File: src/rtl/async_rx_pkg.sv
package async_rx_pkg;

  localparam int RX_DATA_W = 8;

  typedef enum logic [1:0] {
    RX_IDLE,
    RX_START,
    RX_DATA,
    RX_STOP
  } rx_state_e;

  typedef struct packed {
    logic                 ferr;
    logic                 bit9;
    logic [RX_DATA_W-1:0] data;
  } rx_entry_t;

endpackage

File: src/rtl/async_rx_sync.sv
module async_rx_sync #(
  parameter int   STAGES  = 2,
  parameter logic RST_VAL = 1'b1
) (
  input  logic clk_i,
  input  logic rst_ni,
  input  logic d_i,
  output logic q_o
);

  logic [STAGES-1:0] pipe_q;
  logic [STAGES-1:0] pipe_d;

  always_comb pipe_d = {pipe_q[STAGES-2:0], d_i};

  always_ff @(posedge clk_i or negedge rst_ni) begin
    if (!rst_ni) pipe_q <= {STAGES{RST_VAL}};
    else         pipe_q <= pipe_d;
  end

  assign q_o = pipe_q[STAGES-1];

endmodule

File: src/rtl/async_rx_framer.sv
module async_rx_framer
  import async_rx_pkg::*;
#(
  parameter int OVS = 16
) (
  input  logic      clk_i,
  input  logic      rst_ni,
  input  logic      en_i,
  input  logic      tick_i,
  input  logic      line_i,
  input  logic      wide_i,
  output logic      done_o,
  output logic      wide_o,
  output rx_entry_t entry_o
);

  localparam int CW = $clog2(OVS);
  localparam int IW = $clog2(RX_DATA_W + 2);
  localparam logic [CW-1:0] T_A    = CW'(OVS / 2 - 1);
  localparam logic [CW-1:0] T_B    = CW'(OVS / 2);
  localparam logic [CW-1:0] T_VOTE = CW'(OVS / 2 + 1);
  localparam logic [CW-1:0] T_LAST = CW'(OVS - 1);
  localparam logic [IW-1:0] N_NARROW = IW'(RX_DATA_W);
  localparam logic [IW-1:0] N_WIDE   = IW'(RX_DATA_W + 1);

  rx_state_e            st_q, st_d;
  logic [CW-1:0]        cnt_q, cnt_d;
  logic [IW-1:0]        idx_q, idx_d;
  logic [RX_DATA_W:0]   sh_q, sh_d;
  logic [1:0]           smp_q, smp_d;
  logic                 wide_q, wide_d;
  logic                 vote;

  assign vote = (smp_q[0] & smp_q[1]) | (smp_q[0] & line_i) | (smp_q[1] & line_i);

  always_comb begin
    st_d   = st_q;
    cnt_d  = cnt_q;
    idx_d  = idx_q;
    sh_d   = sh_q;
    smp_d  = smp_q;
    wide_d = wide_q;
    done_o = 1'b0;
    if (!en_i) begin
      st_d = RX_IDLE;
    end else if (tick_i) begin
      if (st_q == RX_IDLE) begin
        if (!line_i) begin
          st_d   = RX_START;
          cnt_d  = CW'(1);
          idx_d  = '0;
          wide_d = wide_i;
        end
      end else begin
        cnt_d = (cnt_q == T_LAST) ? '0 : cnt_q + 1'b1;
        if (cnt_q == T_A) smp_d[0] = line_i;
        if (cnt_q == T_B) smp_d[1] = line_i;
        if (cnt_q == T_VOTE) begin
          case (st_q)
            RX_START: if (vote) st_d = RX_IDLE;
            RX_DATA: begin
              sh_d[idx_q] = vote;
              idx_d       = idx_q + 1'b1;
            end
            RX_STOP: begin
              done_o = 1'b1;
              st_d   = RX_IDLE;
            end
            default: ;
          endcase
        end
        if (cnt_q == T_LAST) begin
          case (st_q)
            RX_START: st_d = RX_DATA;
            RX_DATA:  if (idx_q == (wide_q ? N_WIDE : N_NARROW)) st_d = RX_STOP;
            default: ;
          endcase
        end
      end
    end
  end

  always_ff @(posedge clk_i or negedge rst_ni) begin
    if (!rst_ni) begin
      st_q   <= RX_IDLE;
      cnt_q  <= '0;
      idx_q  <= '0;
      sh_q   <= '0;
      smp_q  <= '0;
      wide_q <= 1'b0;
    end else begin
      st_q   <= st_d;
      cnt_q  <= cnt_d;
      idx_q  <= idx_d;
      sh_q   <= sh_d;
      smp_q  <= smp_d;
      wide_q <= wide_d;
    end
  end

  assign wide_o        = wide_q;
  assign entry_o.data  = sh_q[RX_DATA_W-1:0];
  assign entry_o.bit9  = wide_q & sh_q[RX_DATA_W];
  assign entry_o.ferr  = ~vote;

endmodule

File: src/rtl/async_rx_fifo.sv
module async_rx_fifo
  import async_rx_pkg::*;
#(
  parameter  int DEPTH = 2,
  localparam int FW    = $clog2(DEPTH + 1)
) (
  input  logic          clk_i,
  input  logic          rst_ni,
  input  logic          push_i,
  input  logic          pop_i,
  input  rx_entry_t     wdata_i,
  output rx_entry_t     head_o,
  output logic [FW-1:0] fill_o
);

  localparam int PW = (DEPTH > 1) ? $clog2(DEPTH) : 1;

  logic [PW-1:0] wr_q, wr_d, rd_q, rd_d;
  logic [FW-1:0] fill_q, fill_d;
  logic          do_pop;
  rx_entry_t     slot_w [DEPTH];

  function automatic logic [PW-1:0] bump(input logic [PW-1:0] p);
    return (p == PW'(DEPTH - 1)) ? '0 : p + 1'b1;
  endfunction

  assign do_pop = pop_i && (fill_q != '0);

  always_comb begin
    wr_d   = push_i ? bump(wr_q) : wr_q;
    rd_d   = do_pop ? bump(rd_q) : rd_q;
    fill_d = fill_q + FW'(push_i) - FW'(do_pop);
  end

  always_ff @(posedge clk_i or negedge rst_ni) begin
    if (!rst_ni) begin
      wr_q   <= '0;
      rd_q   <= '0;
      fill_q <= '0;
    end else begin
      wr_q   <= wr_d;
      rd_q   <= rd_d;
      fill_q <= fill_d;
    end
  end

  for (genvar g = 0; g < DEPTH; g++) begin : g_slot
    rx_entry_t q;
    always_ff @(posedge clk_i or negedge rst_ni) begin
      if (!rst_ni)                            q <= '0;
      else if (push_i && (wr_q == PW'(g)))    q <= wdata_i;
    end
    assign slot_w[g] = q;
  end

  assign head_o = slot_w[rd_q];
  assign fill_o = fill_q;

endmodule

File: src/rtl/async_rx_top.sv
module async_rx_top
  import async_rx_pkg::*;
#(
  parameter int OVS         = 16,
  parameter int SYNC_STAGES = 2,
  parameter int DEPTH       = 2
) (
  input  logic                 clk_i,
  input  logic                 rst_ni,
  input  logic                 rxd_i,
  input  logic                 tick_i,
  input  logic                 rx_en_i,
  input  logic                 wide_en_i,
  input  logic                 addr_only_i,
  input  logic                 pop_i,
  output logic [RX_DATA_W-1:0] head_data_o,
  output logic                 head_bit9_o,
  output logic                 head_ferr_o,
  output logic                 overrun_o,
  output logic                 avail_o
);

  localparam int FW = $clog2(DEPTH + 1);

  logic          line_s;
  logic          done, frame_wide, keep, room, push, ovr_set;
  logic          ovr_q, ovr_d;
  logic [FW-1:0] fill;
  rx_entry_t     entry, head;

  async_rx_sync #(.STAGES(SYNC_STAGES), .RST_VAL(1'b1)) u_sync (
    .clk_i  (clk_i),
    .rst_ni (rst_ni),
    .d_i    (rxd_i),
    .q_o    (line_s)
  );

  async_rx_framer #(.OVS(OVS)) u_framer (
    .clk_i   (clk_i),
    .rst_ni  (rst_ni),
    .en_i    (rx_en_i && !ovr_q),
    .tick_i  (tick_i),
    .line_i  (line_s),
    .wide_i  (wide_en_i),
    .done_o  (done),
    .wide_o  (frame_wide),
    .entry_o (entry)
  );

  assign keep    = !(frame_wide && addr_only_i && !entry.bit9);
  assign room    = (fill != FW'(DEPTH)) || pop_i;
  assign push    = done && keep && room;
  assign ovr_set = done && keep && !room;

  always_comb begin
    ovr_d = ovr_q;
    if (!rx_en_i)     ovr_d = 1'b0;
    else if (ovr_set) ovr_d = 1'b1;
  end

  always_ff @(posedge clk_i or negedge rst_ni) begin
    if (!rst_ni) ovr_q <= 1'b0;
    else         ovr_q <= ovr_d;
  end

  async_rx_fifo #(.DEPTH(DEPTH)) u_fifo (
    .clk_i   (clk_i),
    .rst_ni  (rst_ni),
    .push_i  (push),
    .pop_i   (pop_i),
    .wdata_i (entry),
    .head_o  (head),
    .fill_o  (fill)
  );

  assign head_data_o = head.data;
  assign head_bit9_o = head.bit9;
  assign head_ferr_o = head.ferr;
  assign overrun_o   = ovr_q;
  assign avail_o     = (fill != '0);

endmodule

File: config.mk
export PLATFORM = sky130hd
export DESIGN_NAME = async_rx_top
export DESIGN_NICKNAME = d
export VERILOG_FILES = /design/src/rtl/async_rx_pkg.sv /design/src/rtl/async_rx_sync.sv /design/src/rtl/async_rx_framer.sv /design/src/rtl/async_rx_fifo.sv /design/src/rtl/async_rx_top.sv
export SDC_FILE = /design/constraint.sdc
export NUM_CORES = 1
export LEC_CHECK = 0
export ABC_AREA = 1
export CAP_MARGIN = 20
export CORE_AREA = 10 10 91 93
export CTS_CLUSTER_SIZE = 40
export DETAILED_ROUTE_END_ITERATION = 10
export DIE_AREA = 0 0 101 103
export PLACE_DENSITY = 0.61
export SYNTH_ARGS = -nofsm -noshare
export SYNTH_HDL_FRONTEND = slang
export SYNTH_SLANG_ARGS = --single-unit
export TNS_END_PERCENT = 5
File: constraint.sdc
create_clock -name clk_i -period 2.1 [get_ports clk_i]
set_input_delay 0.525 -clock clk_i [delete_from_list [all_inputs] [get_ports clk_i]]
set_output_delay 0.525 -clock clk_i [all_outputs]
set_load 0.005 [all_outputs]
==> flow_summary.ini, run 1 <==
[global_routing]
grt_use_total_pct = 9.733
overflow = 0
grt_pass1_vias = 1866
grt_start_max_net_pins = 23
antenna_found_initial = 0
grt_pass1_wl_mm = 8.342

[clocking]
hold_buffers = 0
clk_pin_slew_ns = 0.09
worstSkewPairLatency_ns = 0.30
clockRootBuffer = clkbuf_8
tritoncts = done
cts_sinks = 49
h-tree-depth = 2
clock_path_buffers = 2
numCtsBuffers = 5

[routing]
ant_nets = 0
first_iter_violations = 86
wl_met2_mm = 2.235
top_layer = met4
wl_met1_mm = 2.301
wl_mm = 4.809
wl_met3_um = 222
firstDrtPassIters = 4
vias = 1911
wl_per_cell_um = 11.48
vias_per_cell = 4.561
drc_errors = 0

[critical_path]
worst-path-max-fanout = 5
cp_data_arrival_time_ns = 1.51
path_class = register to output pin
required_ns = 1.57
cp-end-kind = output pin
crit_path_start_kind = register

[yosys]
synthCells = 303
synth_nets = 325
ys.flop_type = dfrtp_1
ys_ff_latch = 49
async_flop_share_pct = 100.0
ys_warn_count = 0
synth.top_cell.area_share_pct = 46.37
seq_area_frac_synth_pct = 48.45
yosys.cell_types.count = 31
avgSynthCellArea_um2 = 8.370
ys_top_cells_by_area = dfrtp_1, nand2_1, ha_1, inv_1, o21ai_2
synth_area_mm2 = 0.002536
netlist_top_cells_count = nand2_1, dfrtp_1, inv_1, o21ai_0
yosysMostFrequentCell = nand2_1
synth_top_area_cell = dfrtp_1
synth_edf_count = 0

[sta]
fin_crit_ns = 2.040
fmax_mhz = 490.2
tightestPinTransition_ns = 0.4358
skew_ns = 0.006187
hold_viol = 0
setup_viol = 0
fin_crit_sh_pct = 97.14
slew_violations = 0
relSlewSlack_pct = 70.95

[floorplanning]
coreArea_mm2 = 0.006569
ios = 20
die_x_um = 101
chipHeight_um = 103
initial_core_util_pct = 38.61
dieArea_mm2 = 0.01040
std_cell_rows = 30

[layout]
num-fill-cells = 637
syn2layout_area_growth_pct = 21.76
fin_area_mm2 = 0.003088
antenna_cells = 0
drive_gt1_share_pct = 13.86
utilization_pct = 47.01
nNetsFinal = 360
fin_cells = 419

[worst_hold_path]
hold_class = input port to asynchronous set/reset pin

[place]
port_buffers = 19
hpwl_mm = 3.648
place_congestion = 0.8118
placed_cells = 409
placed_area_mm2 = 0.002904

[power]
p_leak_nw = 1.674
ir_worst_vdd_uv = 298.6
powerDensity_mw_per_mm2 = 737.4

[run_status]
run_status = finished clean

[flow_run]
maxCapViolCount = 0
-- stage by stage --
step | power (mW) | setup WS, ns | TNS [ns] | hold WS (ns)
after floorplan | 1.298 | 0.4029 | 0 | 0.2294
after global placement | 1.442 | -0.008155 | -0.01055 | 0.3466
after detailed placement | 1.447 | -0.05875 | -0.2186 | 0.3498
after CTS | 2.275 | 0.01255 | 0 | 0.1609
after global routing | 2.391 | -0.002251 | -0.002251 | 0.1736
final | 2.277 | 0.06014 | 0 | 0.1495
-- logic make-up after synthesis --
family                   after synthesis  synth area share [%]
AO/OA/AOI/OAI                         47                 11.30
XOR/XNOR                               5                 1.727
adder cells (fa/ha/maj)               14                 6.907
buffers and inverters                 51                 8.239
flip-flops                            49                 48.45
AND/OR/NAND/NOR                      137                 23.38
-- area by class of cell --
type | instances | area, µm² | share of cell area [%]
sequential | 49 | 1230 | 39.83
timing repair inverter | 1 | 7.507 | 0.2431
clock buffer | 5 | 68.82 | 2.229
timing repair buffer | 33 | 341.6 | 11.06
clock inverter | 3 | 68.82 | 2.229
inverter | 45 | 172.7 | 5.592
multi-input combinational | 203 | 1099 | 35.58
tap | 80 | 100.1 | 3.241
-- path summary, 6_finish.rpt --
kind,startpoint,endpoint,slack (ns),cells past startpoint
worst min-delay path,rst_ni,u_fifo.g_slot[1].q[2],0.15,1
worst max register to register,u_framer.st_q[0],u_framer.sh_q[6],0.27,10
max in group asynchronous,rst_ni,u_sync.pipe_q[0],1.41,2
worst min register to register,u_sync.pipe_q[0],u_sync.pipe_q[1],0.36,0
worst max-delay path,u_fifo.rd_q,head_data_o[4],0.06,4
min in group clk_i,u_sync.pipe_q[0],u_sync.pipe_q[1],0.36,0
-- cell usage in the layout, fill, tap and decap left out, drive strengths merged, types with 2 or more instances in the layout --
master / n
clkdlybuf4s50: 9
buf: 15
bufinv: 2
o21ai: 39
dfstp: 2
a21oi: 3
nor3: 9
inv: 43
nor2: 16
clkbuf: 5
xor2: 3
dlymetal6s2s: 9
nand2: 101
clkinv: 2
xnor2: 2
nand3: 9
dfrtp: 47
ha: 14
clkinvlp: 2
-- per-layer routing --
| metal | GRT usage [%] | up-vias |
|---|---|---|
| met4 | 3.751 | 0 |
| li1 | - | 1021 |
| met2 | 15.38 | 32 |
| met5 | 0 | - |
| met3 | 2.614 | 4 |
| met1 | 12.39 | 854 |
-- what timing repair did --
| action | 4_1_cts | 5_1_grt |
|---|---|---|
| hold endpoints to repair | 0 | 0 |
| pin swaps | 0 | 0 |
| cloned | 0 | 1 |
| resized for setup | 1 | 12 |
| buffers inserted | 1 | 0 |
| setup endpoints to repair | 10 | 10 |
-- where the power goes --
| group | internal [mW] | switching [mW] | total [mW] | leakage (nW) |
|---|---|---|---|---|
| logic | 0.168 | 0.243 | 0.410 | 0.980 |
| clock network | 0.479 | 0.322 | 0.802 | 0.0687 |
| registers | 1.01 | 0.0596 | 1.06 | 0.626 |
| total | 1.65 | 0.625 | 2.28 | 1.67 |
-- critical path, cell delays in order (launching register included) --
cell	delay [ns]
dfrtp_2	0.47
clkinvlp_4	0.15
nand2_1	0.06
nand2_1	0.05
clkdlybuf4s50_1	0.49
-- registers in the layout, indices dropped and copies added, names as in the netlist --
name and flops:
u_framer.sh_q 9, u_framer.st_q 2, u_framer.smp_q 2, u_fifo.rd_q 1
u_fifo.wr_q 1, u_fifo.fill_o 2, u_sync.pipe_q 2, u_fifo.g_slot.q 20
overrun_o 1, u_framer.wide_o 1, u_framer.idx_q 4, u_framer.cnt_q 4
No activity file was read; power rests on OpenSTA's default activity.
==> run 2, diff against run 1 <==
--- a/config.mk
+++ b/config.mk
@@ -5,12 +5,12 @@
 export SDC_FILE = /design/constraint.sdc
 export NUM_CORES = 1
 export LEC_CHECK = 0
-export ABC_AREA = 1
+export ABC_AREA = 0
 export CAP_MARGIN = 20
-export CORE_AREA = 10 10 91 93
+export CORE_AREA = 10 10 92 94
 export CTS_CLUSTER_SIZE = 40
 export DETAILED_ROUTE_END_ITERATION = 10
-export DIE_AREA = 0 0 101 103
+export DIE_AREA = 0 0 102 104
 export PLACE_DENSITY = 0.61
 export SYNTH_ARGS = -nofsm -noshare
 export SYNTH_HDL_FRONTEND = slang
==> run 2 against run 1 <==
Net effect: fmax rose by 1.7%; via count down 13%; non-clock buffer count rose by 7; sequential share of layout area fell by 0.18 points; cell count is 22% lower; sequential cell count did not move; final area grew 0.45%; critical path depth up 4; clock skew down 0.0020 ns; area after synthesis grew 2.0%; first-iteration DRC count down 45%.
==> flow_summary.ini, run 2 <==
[run_status]
run_status = finished clean

[layout]
fin_area_mm2 = 0.003102
largest_register_ffs = 20
antenna_cells = 0
top_register = u_fifo.g_slot.q
most-common-layout-cells = dfrtp_1, mux2_2, mux2_4, buf_4, ha_1
drive_gt1_share_pct = 31.71
final_common_cell = dfrtp_1
syn2layout_area_growth_pct = 19.87
fin_cells = 326
nNetsFinal = 267
top_regs = u_fifo.g_slot.q x20, u_framer.sh_q x9

[yosys]
yosysMostFrequentCell = dfrtp_1
yosys.cell_types.count = 50
synth_nets = 228
ys_ff_latch = 49
netlist_top_cells_count = dfrtp_1, mux2_2, mux2_4, ha_1
ys_warn_count = 0
synth_edf_count = 0
ys.flop_type = dfrtp_1
synth_top_area_cell = dfrtp_1
ys_top_cells_by_area = dfrtp_1, mux2_4, mux2_2, ha_1, nand3_1
synthCells = 206
synth_area_mm2 = 0.002587
seq_area_frac_synth_pct = 47.49
synth.top_cell.area_share_pct = 45.45
avgSynthCellArea_um2 = 12.56
async_flop_share_pct = 100.0

[global_routing]
grt_use_total_pct = 9.896
grt_pass1_wl_mm = 8.493
grt_pass1_vias = 1752
overflow = 0
antenna_found_initial = 0
grt_start_max_net_pins = 23

[routing]
vias_per_cell = 5.120
wl_mm = 4.941
ant_nets = 0
first_iter_violations = 47
wl_per_cell_um = 15.16
vias = 1669
firstDrtPassIters = 4
drc_errors = 0

[clocking]
numCtsBuffers = 5
cts_sinks = 49
clock_path_buffers = 2
worstSkewPairLatency_ns = 0.30
clk_pin_slew_ns = 0.09
clockRootBuffer = clkbuf_8
tritoncts = done
hold_buffers = 0
h-tree-depth = 2

[sta]
setup_viol = 0
relSlewSlack_pct = 67.93
tightestPinTransition_ns = 0.4810
whs_ns = 0.1628
skew_ns = 0.004219
fmax_mhz = 498.7
fin_crit_sh_pct = 95.49
rsz0062_at_grt = no
fin_crit_ns = 2.005
hold_viol = 0
slew_violations = 0

[critical_path]
path_class = register to register
cp_data_arrival_time_ns = 2.24
cp-end-kind = register
worst-path-max-fanout = 5
crit_path_start_kind = register
rrSetupSlack_ns = 0.09
rr_endpoint = u_fifo.fill_o[1]
cp-endpoint = u_fifo.fill_o[1]
r2r-start = u_framer.cnt_q[0]
critPathLaunch = u_framer.cnt_q[0]
required_ns = 2.33
rr_worst_depth = 8

[floorplanning]
ios = 20
initial_core_util_pct = 38.73
die_x_um = 102
chipHeight_um = 104
dieArea_mm2 = 0.01061
coreArea_mm2 = 0.006681
std_cell_rows = 30

[place]
placed_cells = 316
placed_area_mm2 = 0.002968
hpwl_mm = 3.670
port_buffers = 19
place_congestion = 0.7847

[power]
p_leak_nw = 1.583
powerDensity_mw_per_mm2 = 692.3
ir_worst_vdd_uv = 279.8

[worst_hold_path]
hold_class = input port to asynchronous set/reset pin

[flow_run]
maxCapViolCount = 0
==> run 2: cell count changes after synthesis, moves of 3 or more <==
cell	delta
nor2_1	-6
o21ai_0	-9
nand3_1	+4
nor3_1	-6
o21ai_2	-10
nand2_1	-94
o21ai_1	-13
inv_1	-30
nand4b_1	+3
mux2_4	+18
mux2_2	+21
==> run 2: worst min path at each step <==
| stage | endpoint | from | depth (start not counted) |
|---|---|---|---|
| after global placement | u_sync.pipe_q[1] | u_sync.pipe_q[0] | 0 |
| after global routing | u_fifo.g_slot[1].q[5] | rst_ni | 1 |
| after floorplan | overrun_o | rst_ni | 0 |
| final | u_fifo.g_slot[1].q[5] | rst_ni | 1 |
| after CTS | u_fifo.g_slot[1].q[5] | rst_ni | 1 |
| after detailed placement | u_sync.pipe_q[1] | u_sync.pipe_q[0] | 0 |
==> run 2: metrics by stage <==
stage	power [mW]	setup slack [ns]	util, %	TNS (ns)
after floorplan	1.287	0.03324	-	0
after global routing	2.255	0.007714	46.42	0
after CTS	2.173	-0.05543	46.25	-0.1632
after detailed placement	1.450	-0.1876	44.42	-3.579
after global placement	1.437	-0.1643	44.42	-3.008
final	2.147	0.09473	46.42	0
==> run 2: critical path: stages (launching register included) <==
cell and delay, ns:
dfrtp_1 0.44, ha_1 0.24, and3b_1 0.25, o211a_4 0.17
buf_4 0.13, and3b_2 0.20, ha_1 0.21, xnor2_1 0.17
xnor2_1 0.13
==> run 2: logic make-up after synthesis <==
group | count (synthesis) | share of synthesized area [%]
xor+xnor | 6 | 2.031
simple gates | 50 | 11.99
buf+inv | 19 | 3.917
mux | 41 | 20.36
flops | 49 | 47.49
compound gates | 26 | 7.061
fa+ha+maj | 15 | 7.157
==> run 2: where the power goes <==
group	switching, mW	internal, mW
registers	0.0408	0.999
clock network	0.321	0.358
logic	0.202	0.227
==> run 2: area by class of cell <==
class	instances	area, µm²
multi-input cells	138	1257
clock buffers	6	72.57
inverters	11	41.29
repair buffers	40	361.6
clock inverters	2	38.79
fillers	639	3580
well taps	80	100.1
flip-flops and latches	49	1230
==> run 2: layer usage <==
layer	up-vias	track usage, %	share of wire (%)
met3	8	2.791	3.9
li1	819	-	-
met4	0	3.931	1.6
met5	-	0	0
met2	21	15.66	47
met1	821	12.26	47
==> run 2: repair_timing <==
item,CTS,global route
endpoints found under the hold margin,0,0
endpoints found under the setup margin,10,3
gates resized for setup,10,4
setup buffers,2,0
==> run 3, diff against run 2 <==
--- a/config.mk
+++ b/config.mk
@@ -5,7 +5,6 @@
 export SDC_FILE = /design/constraint.sdc
 export NUM_CORES = 1
 export LEC_CHECK = 0
-export ABC_AREA = 0
 export CAP_MARGIN = 20
 export CORE_AREA = 10 10 92 94
 export CTS_CLUSTER_SIZE = 40
==> results of run 3 <==
The final DEF is identical to that of run 2; final timing and power are the same.
